--- config.mk ---
export PLATFORM = sky130hd
export DESIGN_NAME = evstk_top
export DESIGN_NICKNAME = d
export VERILOG_FILES = /design/src/rtl/evstk_pkg.sv /design/src/rtl/evstk_alu.sv /design/src/rtl/evstk_window.sv /design/src/rtl/evstk_ctrl.sv /design/src/rtl/evstk_top.sv
export SDC_FILE = /design/constraint.sdc
export NUM_CORES = 1
export LEC_CHECK = 0
export BUFFER_PORTS_ARGS = -buffer_cell sky130_fd_sc_hd__buf_4
export CAP_MARGIN = 20
export CORE_MARGIN = 1.5
export CORE_UTILIZATION = 58
export DETAILED_ROUTE_END_ITERATION = 10
export PLACE_DENSITY = 0.85
export RECOVER_POWER = 100
export SKIP_CTS_REPAIR_TIMING = 1
export SKIP_LAST_GASP = 1
export SLEW_MARGIN = 20
export SYNTH_ARGS = -nofsm -noshare
export SYNTH_HDL_FRONTEND = slang
export SYNTH_SLANG_ARGS = --single-unit
export TNS_END_PERCENT = 10
--- constraint.sdc ---
create_clock -name clk -period 29.5 [get_ports clk]
set_input_delay 5.9 -clock clk [delete_from_list [all_inputs] [get_ports clk]]
set_output_delay 5.9 -clock clk [all_outputs]
set_load 0.1 [all_outputs]
--- src/rtl/evstk_pkg.sv ---
package evstk_pkg;

    typedef enum logic [2:0] {
        OP_PUSH = 3'd0,
        OP_POP  = 3'd1,
        OP_ADD  = 3'd2,
        OP_SUB  = 3'd3,
        OP_MUL  = 3'd4,
        OP_DIV  = 3'd5,
        OP_NOP6 = 3'd6,
        OP_NOP7 = 3'd7
    } op_e;

    typedef enum logic [1:0] {
        ST_IDLE  = 2'd0,
        ST_SPILL = 2'd1,
        ST_FILL  = 2'd2
    } state_e;

    typedef enum logic [2:0] {
        WA_HOLD = 3'd0,
        WA_PUSH = 3'd1,
        WA_POP  = 3'd2,
        WA_FOLD = 3'd3,
        WA_FILL = 3'd4
    } win_act_e;

endpackage

--- src/rtl/evstk_alu.sv ---
module evstk_alu
    import evstk_pkg::*;
#(
    parameter int DW = 16
) (
    input  op_e           op,
    input  logic [DW-1:0] lhs,
    input  logic [DW-1:0] rhs,
    output logic [DW-1:0] res,
    output logic          div_zero
);

    logic rhs_zero;
    assign rhs_zero = (rhs == '0);

    always_comb begin
        res      = '0;
        div_zero = 1'b0;
        case (op)
            OP_ADD: res = lhs + rhs;
            OP_SUB: res = lhs - rhs;
            OP_MUL: res = DW'(lhs * rhs);
            OP_DIV: begin
                if (rhs_zero) begin
                    res      = '0;
                    div_zero = 1'b1;
                end else begin
                    res = lhs / rhs;
                end
            end
            default: res = '0;
        endcase
    end

endmodule

--- src/rtl/evstk_window.sv ---
module evstk_window
    import evstk_pkg::*;
#(
    parameter int DW  = 16,
    parameter int WIN = 2,
    parameter int CW  = 2
) (
    input  logic          clk,
    input  logic          rst_n,
    input  win_act_e      act,
    input  logic [DW-1:0] din,
    input  logic [CW-1:0] fill_idx,
    output logic [DW-1:0] top,
    output logic [DW-1:0] second,
    output logic [DW-1:0] bottom
);

    // slot 0 is the top of the stack, slot WIN-1 the oldest register entry
    logic [DW-1:0] slot [WIN];

    for (genvar i = 0; i < WIN; i++) begin : g_slot
        logic [DW-1:0] q;
        logic [DW-1:0] nxt;
        logic [DW-1:0] above;
        logic [DW-1:0] below;

        if (i == 0) begin : g_first
            assign above = din;
        end else begin : g_inner_a
            assign above = slot[i-1];
        end

        if (i == WIN - 1) begin : g_last
            assign below = q;
        end else begin : g_inner_b
            assign below = slot[i+1];
        end

        always_comb begin
            nxt = q;
            case (act)
                WA_PUSH: nxt = above;
                WA_POP:  nxt = below;
                WA_FOLD: nxt = (i == 0) ? din : below;
                WA_FILL: begin
                    if (fill_idx == CW'(i)) begin
                        nxt = din;
                    end
                end
                default: nxt = q;
            endcase
        end

        always_ff @(posedge clk or negedge rst_n) begin
            if (!rst_n) begin
                q <= '0;
            end else begin
                q <= nxt;
            end
        end

        assign slot[i] = q;
    end

    assign top    = slot[0];
    assign second = slot[1];
    assign bottom = slot[WIN-1];

endmodule

--- src/rtl/evstk_ctrl.sv ---
module evstk_ctrl
    import evstk_pkg::*;
#(
    parameter int DW        = 16,
    parameter int WIN       = 2,
    parameter int MEM_DEPTH = 16,
    parameter int CW        = 2,
    parameter int SPW       = 5,
    parameter int AW        = 4
) (
    input  logic           clk,
    input  logic           rst_n,
    input  logic           cmd_valid,
    input  op_e            cmd_op,
    input  logic [DW-1:0]  cmd_data,
    output logic           cmd_ready,
    input  logic [DW-1:0]  alu_res,
    input  logic           alu_dz,
    output win_act_e       win_act,
    output logic [DW-1:0]  win_din,
    output logic [CW-1:0]  cnt,
    output logic [SPW-1:0] sp,
    output logic           err_under,
    output logic           err_over,
    output logic           err_dz,
    output logic           mem_req,
    output logic           mem_we,
    output logic [AW-1:0]  mem_addr,
    input  logic [DW-1:0]  mem_rdata,
    input  logic           mem_ack
);

    state_e         state_q, state_d;
    logic [CW-1:0]  cnt_q, cnt_d;
    logic [SPW-1:0] sp_q, sp_d;
    logic [DW-1:0]  pend_q, pend_d;
    logic           under_q, under_d;
    logic           over_q, over_d;
    logic           dz_q, dz_d;

    logic           win_full;
    logic           mem_full;
    logic           mem_some;
    logic           two_held;
    logic [SPW-1:0] sp_dec;

    assign win_full = (cnt_q == CW'(WIN));
    assign mem_full = (sp_q == SPW'(MEM_DEPTH));
    assign mem_some = (sp_q != '0);
    assign two_held = (cnt_q >= CW'(2));
    assign sp_dec   = sp_q - SPW'(1);

    // state register
    always_ff @(posedge clk or negedge rst_n) begin
        if (!rst_n) begin
            state_q <= ST_IDLE;
            cnt_q   <= '0;
            sp_q    <= '0;
            pend_q  <= '0;
            under_q <= 1'b0;
            over_q  <= 1'b0;
            dz_q    <= 1'b0;
        end else begin
            state_q <= state_d;
            cnt_q   <= cnt_d;
            sp_q    <= sp_d;
            pend_q  <= pend_d;
            under_q <= under_d;
            over_q  <= over_d;
            dz_q    <= dz_d;
        end
    end

    // transitions and window actions
    always_comb begin
        state_d = state_q;
        cnt_d   = cnt_q;
        sp_d    = sp_q;
        pend_d  = pend_q;
        under_d = under_q;
        over_d  = over_q;
        dz_d    = dz_q;
        win_act = WA_HOLD;
        win_din = cmd_data;
        unique case (state_q)
            ST_IDLE: begin
                if (cmd_valid) begin
                    case (cmd_op)
                        OP_PUSH: begin
                            if (!win_full) begin
                                win_act = WA_PUSH;
                                cnt_d   = cnt_q + CW'(1);
                            end else if (mem_full) begin
                                over_d = 1'b1;
                            end else begin
                                pend_d  = cmd_data;
                                state_d = ST_SPILL;   // IDLE->SPILL
                            end
                        end
                        OP_POP: begin
                            if (cnt_q == '0) begin
                                under_d = 1'b1;
                            end else begin
                                win_act = WA_POP;
                                cnt_d   = cnt_q - CW'(1);
                                if (mem_some) state_d = ST_FILL;   // IDLE->FILL
                            end
                        end
                        OP_ADD, OP_SUB, OP_MUL, OP_DIV: begin
                            if (!two_held) begin
                                under_d = 1'b1;
                            end else begin
                                win_act = WA_FOLD;
                                win_din = alu_res;
                                cnt_d   = cnt_q - CW'(1);
                                if (alu_dz) dz_d = 1'b1;
                                if (mem_some) state_d = ST_FILL;   // IDLE->FILL
                            end
                        end
                        default: win_act = WA_HOLD;
                    endcase
                end
            end
            ST_SPILL: begin
                if (mem_ack) begin
                    win_act = WA_PUSH;
                    win_din = pend_q;
                    sp_d    = sp_q + SPW'(1);
                    state_d = ST_IDLE;                 // SPILL->IDLE
                end
            end
            ST_FILL: begin
                if (mem_ack) begin
                    win_act = WA_FILL;
                    win_din = mem_rdata;
                    cnt_d   = cnt_q + CW'(1);
                    sp_d    = sp_dec;
                    state_d = ST_IDLE;                 // FILL->IDLE
                end
            end
            default: state_d = ST_IDLE;
        endcase
    end

    // outputs
    always_comb begin
        cmd_ready = 1'b0;
        mem_req   = 1'b0;
        mem_we    = 1'b0;
        mem_addr  = '0;
        unique case (state_q)
            ST_IDLE: cmd_ready = 1'b1;
            ST_SPILL: begin
                mem_req  = 1'b1;
                mem_we   = 1'b1;
                mem_addr = sp_q[AW-1:0];
            end
            ST_FILL: begin
                mem_req  = 1'b1;
                mem_addr = sp_dec[AW-1:0];
            end
            default: cmd_ready = 1'b0;
        endcase
    end

    assign cnt       = cnt_q;
    assign sp        = sp_q;
    assign err_under = under_q;
    assign err_over  = over_q;
    assign err_dz    = dz_q;

    AST_REQ_HELD: assert property (@(posedge clk) disable iff (!rst_n)
        mem_req && !mem_ack |=> mem_req && $stable(mem_addr) && $stable(mem_we));
    AST_SPILL_FROM_FULL: assert property (@(posedge clk) disable iff (!rst_n)
        mem_req && mem_we |-> cnt_q == CW'(WIN));
    AST_WINDOW_KEPT_FULL: assert property (@(posedge clk) disable iff (!rst_n)
        cmd_ready && sp_q != '0 |-> cnt_q == CW'(WIN));
    AST_DZ_STICKY: assert property (@(posedge clk) disable iff (!rst_n)
        err_dz |=> err_dz);
    AST_OVER_AT_CAPACITY: assert property (@(posedge clk) disable iff (!rst_n)
        $rose(err_over) |-> cnt_q == CW'(WIN) && sp_q == SPW'(MEM_DEPTH));

endmodule

--- src/rtl/evstk_top.sv ---
module evstk_top
    import evstk_pkg::*;
#(
    parameter int DW        = 16,
    parameter int WIN       = 2,
    parameter int MEM_DEPTH = 16,
    localparam int CW       = $clog2(WIN + 1),
    localparam int SPW      = $clog2(MEM_DEPTH + 1),
    localparam int AW       = $clog2(MEM_DEPTH),
    localparam int DEPTH_W  = $clog2(WIN + MEM_DEPTH + 1)
) (
    input  logic               clk,
    input  logic               rst_n,
    input  logic               cmd_valid,
    input  logic [2:0]         cmd_op,
    input  logic [DW-1:0]      cmd_data,
    output logic               cmd_ready,
    output logic [DW-1:0]      tos_data,
    output logic [DEPTH_W-1:0] depth,
    output logic               err_underflow,
    output logic               err_overflow,
    output logic               err_div_zero,
    output logic               mem_req,
    output logic               mem_we,
    output logic [AW-1:0]      mem_addr,
    output logic [DW-1:0]      mem_wdata,
    input  logic [DW-1:0]      mem_rdata,
    input  logic               mem_ack
);

    op_e            op;
    win_act_e       win_act;
    logic [DW-1:0]  win_din;
    logic [DW-1:0]  top_v, second_v, bottom_v;
    logic [DW-1:0]  alu_res;
    logic           alu_dz;
    logic [CW-1:0]  cnt;
    logic [SPW-1:0] sp;

    assign op = op_e'(cmd_op);

    evstk_alu #(.DW(DW)) u_alu (
        .op       (op),
        .lhs      (second_v),
        .rhs      (top_v),
        .res      (alu_res),
        .div_zero (alu_dz)
    );

    evstk_window #(.DW(DW), .WIN(WIN), .CW(CW)) u_win (
        .clk      (clk),
        .rst_n    (rst_n),
        .act      (win_act),
        .din      (win_din),
        .fill_idx (cnt),
        .top      (top_v),
        .second   (second_v),
        .bottom   (bottom_v)
    );

    evstk_ctrl #(
        .DW(DW), .WIN(WIN), .MEM_DEPTH(MEM_DEPTH), .CW(CW), .SPW(SPW), .AW(AW)
    ) u_ctrl (
        .clk       (clk),
        .rst_n     (rst_n),
        .cmd_valid (cmd_valid),
        .cmd_op    (op),
        .cmd_data  (cmd_data),
        .cmd_ready (cmd_ready),
        .alu_res   (alu_res),
        .alu_dz    (alu_dz),
        .win_act   (win_act),
        .win_din   (win_din),
        .cnt       (cnt),
        .sp        (sp),
        .err_under (err_underflow),
        .err_over  (err_overflow),
        .err_dz    (err_div_zero),
        .mem_req   (mem_req),
        .mem_we    (mem_we),
        .mem_addr  (mem_addr),
        .mem_rdata (mem_rdata),
        .mem_ack   (mem_ack)
    );

    assign tos_data  = top_v;
    assign mem_wdata = bottom_v;
    assign depth     = DEPTH_W'(cnt) + DEPTH_W'(sp);

    AST_PUSH_GROWS: assert property (@(posedge clk) disable iff (!rst_n)
        cmd_valid && cmd_ready && cmd_op == 3'd0 && cnt != CW'(WIN)
        |=> depth == $past(depth) + DEPTH_W'(1) && tos_data == $past(cmd_data));
    AST_RESET_IDLE: assert property (@(posedge clk)
        !rst_n |-> !mem_req && cmd_ready);

endmodule

==> metrics.csv, run 1 <==
stage;metric;value;unit
timing;Hold Vio Cnt, Final;0;
synth;flops & latches, synth;60;
die;DIE HEIGHT;167;um
worst_setup_path;CP max-delay cell;dfrtp_1;
timing;Hold WS;500;ps
synth;Async S/R FF share, synth;100;%
synth;Cells after Synth;2043;
global_routing;first-pass GRT wire length;86700;um
worst_hold_path;Tightest Hold Check Type;reg2reg;
timing;Final setup viols;0;
placement;Routability Congestion;1.05;
finish;Antenna Cells;0;
global_routing;number of global-route vias before repair;16308;
die;Die X;167;um
cts;clock buffer depth;2;
synth;register area share after synthesis;9.61;%
synth;post-synth design cell area;15600;um^2
worst_setup_path;CP max stage delay;570;ps
cts;clock sinks;60;
synth;Post-synth EDFFs;0;
worst_setup_path;cell family with most CP delay;compound AO/OA/AOI/OAI gates;
detailed_routing;Vias/cell;6.87;
finish;fin util;64.3;%
cts;clk_lat worst skew;330;ps
worst_hold_path;hold_sp;u_ctrl.err_under$_DFFE_PN0P_;
synth;xor/xnor share of the synthesized area;7.68;%
timing;final period utilization;95.2;%
synth;adder-cell area share of the yosys netlist;27.9;%
placement;dpl hpwl;41600;um
timing;Max Slew Vio Count;61;
timing;Max-slew headroom;-112;%
detailed_routing;drt first-iter violations;2097;
cts;Max H-tree Level;3;
global_routing;gr usage total;39.3;%
detailed_routing;Via Count;16696;
timing;Layout Skew;5.49;ps
worst_setup_path;Reg2Reg Depth;112;
worst_setup_path;Top cell by count, worst path;ha_1;
worst_hold_path;WHS Endpoint;u_ctrl.err_under$_DFFE_PN0P_;
timing;crit path time final;28090;ps
status;failing checks;max-capacitance violations, max-slew violations;
placement;number of I/O port buffers;85;
die;core area;26300;um^2
synth;main combinational cell family by area after synthesis;adder cells;
worst_setup_path;Worst path depth;112;
cts;CTS tree;yes;
detailed_routing;per-cell routed wire length;22.9;um
cts;CTS clk-pin slew, worst paths;50;ps
synth;Post-Synth Simple-Gate Area;18.8;%
worst_setup_path;reg-to-reg slack, setup;1410;ps
synth;Synth top area share;17.4;%
synth;Main synth FF type;dfrtp_1;
worst_setup_path;worst flop-to-flop path startpoint;u_win.top[15]$_DFFE_PN0P_;
status;outcome;finished, violations left;
finish;Final nets;2430;
synth;Syn Nets;2381;
synth;Avg Cell Area, Syn;7.65;um^2
worst_setup_path;WS Path Type;reg2reg;
cts;CTS Buf Count;9;
worst_setup_path;Buffers & Inverters on Critical Path;5;
worst_setup_path;Worst Path Arrival;28260;ps
global_routing;largest net degree at the start of global routing;61;
die;Starting Density;59.5;%
worst_setup_path;Critical Path RT;29670;ps
finish;filler instances;2270;
die;site row count;59;
detailed_routing;Pre-antenna DRT Iters;9;
worst_hold_path;hold depth;1;
synth;area leader, netlist;ha_1;
synth;top post-synthesis cells by area;ha_1, fa_1, dfrtp_1, xnor2_1, nand2_1;
synth;post-synthesis mux area share;4.13;%
worst_setup_path;Setup crit start kind;register;
worst_setup_path;CP Capture Type;register;
global_routing;initial antenna violation count;0;
cts;CTS root buf;clkbuf_16;
detailed_routing;Routed Wire Length;55600;um
die;Die ar.;27900;um^2
synth;Unique masters post-synth;86;
die;IO Pins;86;
worst_setup_path;capturing point of the worst reg2reg path;u_win.bottom[0]$_DFFE_PN0P_;
timing;Max Clk Rate;0.0356;GHz
detailed_routing;Routed Antenna Nets;0;
finish;Layout area overhead;8.17;%
global_routing;grt ovf;0;
job;max_cap viols;1;
synth;Compound-Gate Fraction of Synth Area;25.2;%
synth;yosys warns;0;
worst_setup_path;crit path max fanout;19;
detailed_routing;Post-route DRC;0;
finish;fraction of layout cells with a size suffix above 1;9.06;%
timing;Slew @ Worst Pin;3170;ps
==> cell families (layout without fill, tap and decap cells) <==
kind of cell               after synthesis  in the layout
DFF                                     60             60
muxes                                   59             59
AOI/OAI and AO/OA                      588            588
and+or+nand+nor                        622            622
xor gates and xnor gates               137            137
buffers and inverters                  278            331
adders and majority gates              299            299
==> area by class of cell <==
type / count / area (um^2) / share of cell area (%)
clock inverters: 4 / 73.8 / 0.437
repair buffers: 132 / 800 / 4.73
flip-flops and latches: 60 / 1500 / 8.90
clock buffers: 11 / 243 / 1.44
multi-input cells: 1705 / 13200 / 77.9
well taps: 335 / 419 / 2.48
inverters: 184 / 691 / 4.08
==> worst reg2reg max path: cells and delay by family (launching register included) <==
family | cells | cell delay, ps
AO/OA/AOI/OAI | 61 | 14330
XOR/XNOR | 1 | 250
adder cells (fa/ha/maj) | 15 | 4700
buffers and inverters | 5 | 1000
flip-flops | 1 | 570
multiplexers | 5 | 1590
AND/OR/NAND/NOR | 25 | 5440
==> how the worst max path moves through the flow <==
stage / from / end / slack, ps
2_1_floorplan: u_win.top[0]$_DFFE_PN0P_ / u_win.bottom[0]$_DFFE_PN0P_ / 2170
3_3_place_gp: u_win.top[7]$_DFFE_PN0P_ / u_win.bottom[0]$_DFFE_PN0P_ / 1490
3_5_place_dp: u_win.top[8]$_DFFE_PN0P_ / u_win.bottom[0]$_DFFE_PN0P_ / 390
4_1_cts: u_win.top[8]$_DFFE_PN0P_ / u_win.bottom[0]$_DFFE_PN0P_ / 140
5_1_grt: u_win.top[15]$_DFFE_PN0P_ / u_win.bottom[0]$_DFFE_PN0P_ / -90
6_report: u_win.top[15]$_DFFE_PN0P_ / u_win.bottom[0]$_DFFE_PN0P_ / 1410
==> stage by stage <==
| step | setup TNS (ps) | cell area (um^2) | setup WS, ps | cells |
|---|---|---|---|---|
| 3_5_place_dp | 0 | 16700 | 387 | 2414 |
| 4_1_cts | 0 | 17000 | 139 | 2429 |
| 6_report | 0 | 16900 | 1410 | 2431 |
| 3_3_place_gp | 0 | 16700 | 1490 | 2414 |
| 2_1_floorplan | 0 | 15600 | 2170 | 2043 |
| 5_1_grt | -112 | 16900 | -93.8 | 2431 |
==> state kept, by name, indices dropped and copies added, names as in the netlist <==
register and count:
u_ctrl.cnt 2, u_ctrl.err_dz 1, u_ctrl.err_over 1, u_ctrl.err_under 1, u_ctrl.pend_q 16, u_ctrl.sp 5
u_ctrl.state_q 2, u_win.bottom 16, u_win.top 16
==> routing by layer <==
layer	track usage, %	wire (um)	vias up	part of all wire (%)
met1	49.6	20800	7836	37
met3	11.9	8180	284	15
met2	60.2	23100	1202	41
met4	21.4	3510	0	6.3
met5	0	0	-	0
li1	-	-	7374	-
==> layout by cell type, fill, tap and decap left out, drive strengths merged, types with 15 or more instances in the layout <==
cell type and count:
inv 182, nor2b 21, a31oi 28, mux2 44, nand3 39, and2 37
buf 81, xor2 37, a211oi 16, or3 16, dfrtp 60, o31ai 17
fa 82, ha 217, nor2 150, a21oi 138, clkbuf 62, or2 18
o211ai 21, o21ai 119, nand2 224, xnor2 100, mux2i 15, a21o 56
o21a 35, nor3 52
==> cells in the mapped netlist, types with 10 or more instances <==
cell type and n:
mux2i_1 15, clkbuf_1 84, nand2_1 223, a22oi_1 10
a21oi_1 138, dfrtp_1 60, and3_1 12, or2_2 18
o211ai_1 21, o221ai_1 10, nor2_1 150, mux2_2 44
o21bai_1 12, o21ai_0 114, a221oi_1 13, xnor2_1 100
xor2_1 37, or3_1 16, a31oi_1 28, o22ai_1 13
o21a_1 35, nand4_1 11, a21o_1 56, ha_1 217
o31ai_1 17, nor2b_1 21, nand3_1 38, nor3_1 50
and2_1 37, fa_1 82, a221o_1 14, a211oi_1 16
inv_1 182
Power of run 1 is left out: the tool's default activity adds up to more than one toggle a clock period on the data nets, which glitch-free logic cannot reach.
==> run 2, diff against run 1 <==
- CTS_CLUSTER_DIAMETER: default -> 40
- GPL_TIMING_DRIVEN: default -> 0
==> run 2 against run 1 <==
The run still ends with max-capacitance violations, max-slew violations left. Sequential share of layout area down 0.22 points. Highest routed layer unchanged. First-iteration DRC count down 1.9%. Count of clock-buffer cells in the layout down 1. Clock skew up 0.76 ps.
==> metrics.csv, run 2 (synthesis results as in run 1) <==
stage;metric;value;unit
status;outcome;finished, violations left;
status;failing checks;max-capacitance violations, max-slew violations;
worst_setup_path;CP Capture Type;register;
worst_hold_path;hold_sp;u_ctrl.err_over$_DFFE_PN0P_;
global_routing;number of global-route vias before repair;15982;
cts;Max H-tree Level;3;
detailed_routing;Vias/cell;6.77;
worst_setup_path;Critical Path RT;29700;ps
cts;CTS clk-pin slew, worst paths;50;ps
timing;Setup WS post-layout;1110;ps
worst_setup_path;CP max-delay cell;or4_1;
job;max_cap viols;1;
global_routing;first-pass GRT wire length;86300;um
worst_setup_path;Reg2Reg Depth;120;
finish;commonest cells after routing, fill and taps aside;nand2_1, ha_1, inv_1;
die;DIE HEIGHT;167;um
worst_setup_path;Worst path depth;120;
die;Starting Density;59.5;%
timing;Max-slew headroom;-128;%
global_routing;largest net degree at the start of global routing;61;
timing;setup TNS;0;ps
detailed_routing;per-cell routed wire length;22.6;um
worst_setup_path;WS Path Type;reg2reg;
cts;clk_lat worst skew;350;ps
detailed_routing;Routed Antenna Nets;0;
detailed_routing;Post-route DRC;0;
worst_setup_path;CP startpoint;u_win.top[0]$_DFFE_PN0P_;
timing;final period utilization;96.2;%
cts;clock sinks;60;
finish;fraction of layout cells with a size suffix above 1;9.79;%
timing;Hold Vio Cnt, Final;0;
finish;commonest non-fill, non-tap cell in the layout;nand2_1;
detailed_routing;Pre-antenna DRT Iters;7;
detailed_routing;drt first-iter violations;2057;
placement;number of I/O port buffers;83;
placement;Routability Congestion;1.05;
timing;Final setup viols;0;
cts;CTS root buf;clkbuf_16;
die;Die X;167;um
die;core area;26300;um^2
timing;crit path time final;28390;ps
detailed_routing;Routed Wire Length;56400;um
global_routing;initial antenna violation count;1;
die;site row count;59;
worst_setup_path;worst flop-to-flop path startpoint;u_win.top[0]$_DFFE_PN0P_;
worst_setup_path;CP max stage delay;530;ps
timing;Max Slew Vio Count;61;
worst_setup_path;Buffers & Inverters on Critical Path;13;
worst_hold_path;hold depth;1;
worst_setup_path;cell family with most CP delay;compound AO/OA/AOI/OAI gates;
worst_hold_path;Tightest Hold Check Type;reg2reg;
worst_setup_path;Top cell by count, worst path;ha_1;
timing;Max Clk Rate;0.0352;GHz
detailed_routing;Via Count;16932;
global_routing;gr usage total;39.3;%
global_routing;grt ovf;0;
finish;Final nets;2499;
die;IO Pins;86;
placement;dpl hpwl;43100;um
timing;Slew @ Worst Pin;3410;ps
cts;clock buffer depth;2;
timing;Hold WS;507;ps
worst_setup_path;Worst Path Arrival;28590;ps
placement;dpl ws;-4030;ps
cts;CTS Buf Count;9;
die;Die ar.;27900;um^2
worst_setup_path;Setup crit start kind;register;
cts;CTS tree;yes;
worst_setup_path;crit path max fanout;10;
timing;Layout Skew;6.25;ps
finish;Layout area overhead;11.0;%
## run 2: worst reg2reg max path: cells and delay by family, from the launching register on
family | cells | cell delay (ps)
adder cells (fa/ha/maj) | 16 | 5140
buffers and inverters | 13 | 2520
AO/OA/AOI/OAI | 63 | 13720
AND/OR/NAND/NOR | 22 | 4300
flip-flops | 1 | 500
multiplexers | 6 | 2030
## run 2: per-stage QoR
stage	instances	utilization [%]	instance area (um^2)
floorplan	2043	-	15600
global placement	2461	63.4	16700
detailed placement	2461	63.4	16700
CTS	2477	64.7	17000
global route	2501	66.0	17300
finish	2502	66.0	17300
## run 2: routing by layer
metal | track usage, % | share of wire, % | wire length [um]
met1 | 51.6 | 39 | 21900
met2 | 59.5 | 42 | 23500
met3 | 10.2 | 13 | 7590
met4 | 20.6 | 6.1 | 3440
met5 | 0 | 0 | 0
## run 2: path summary, 6_finish.rpt
check,slack (ps),endpoint
worst min register to register,510,u_ctrl.err_over$_DFFE_PN0P_
worst max-delay path,1110,u_win.bottom[0]$_DFFE_PN0P_
min in group asynchronous,6700,u_ctrl.state_q[1]$_DFFE_PN0P_
worst max register to register,1110,u_win.bottom[0]$_DFFE_PN0P_
worst min-delay path,510,u_ctrl.err_over$_DFFE_PN0P_
max in group asynchronous,20400,u_win.top[0]$_DFFE_PN0P_
## run 2: area by class of cell
class                   count  area [um^2]
inverters                 184          698
fillers                  2206         8930
repair buffers            109          651
clock buffers              10          229
diodes                      1         2.50
well taps                 335          419
plain buffers              92          387
clock inverters             6          111
multi-input cells        1705        13300
flip-flops and latches     60         1510
Power of run 2 is left out for the same reason.
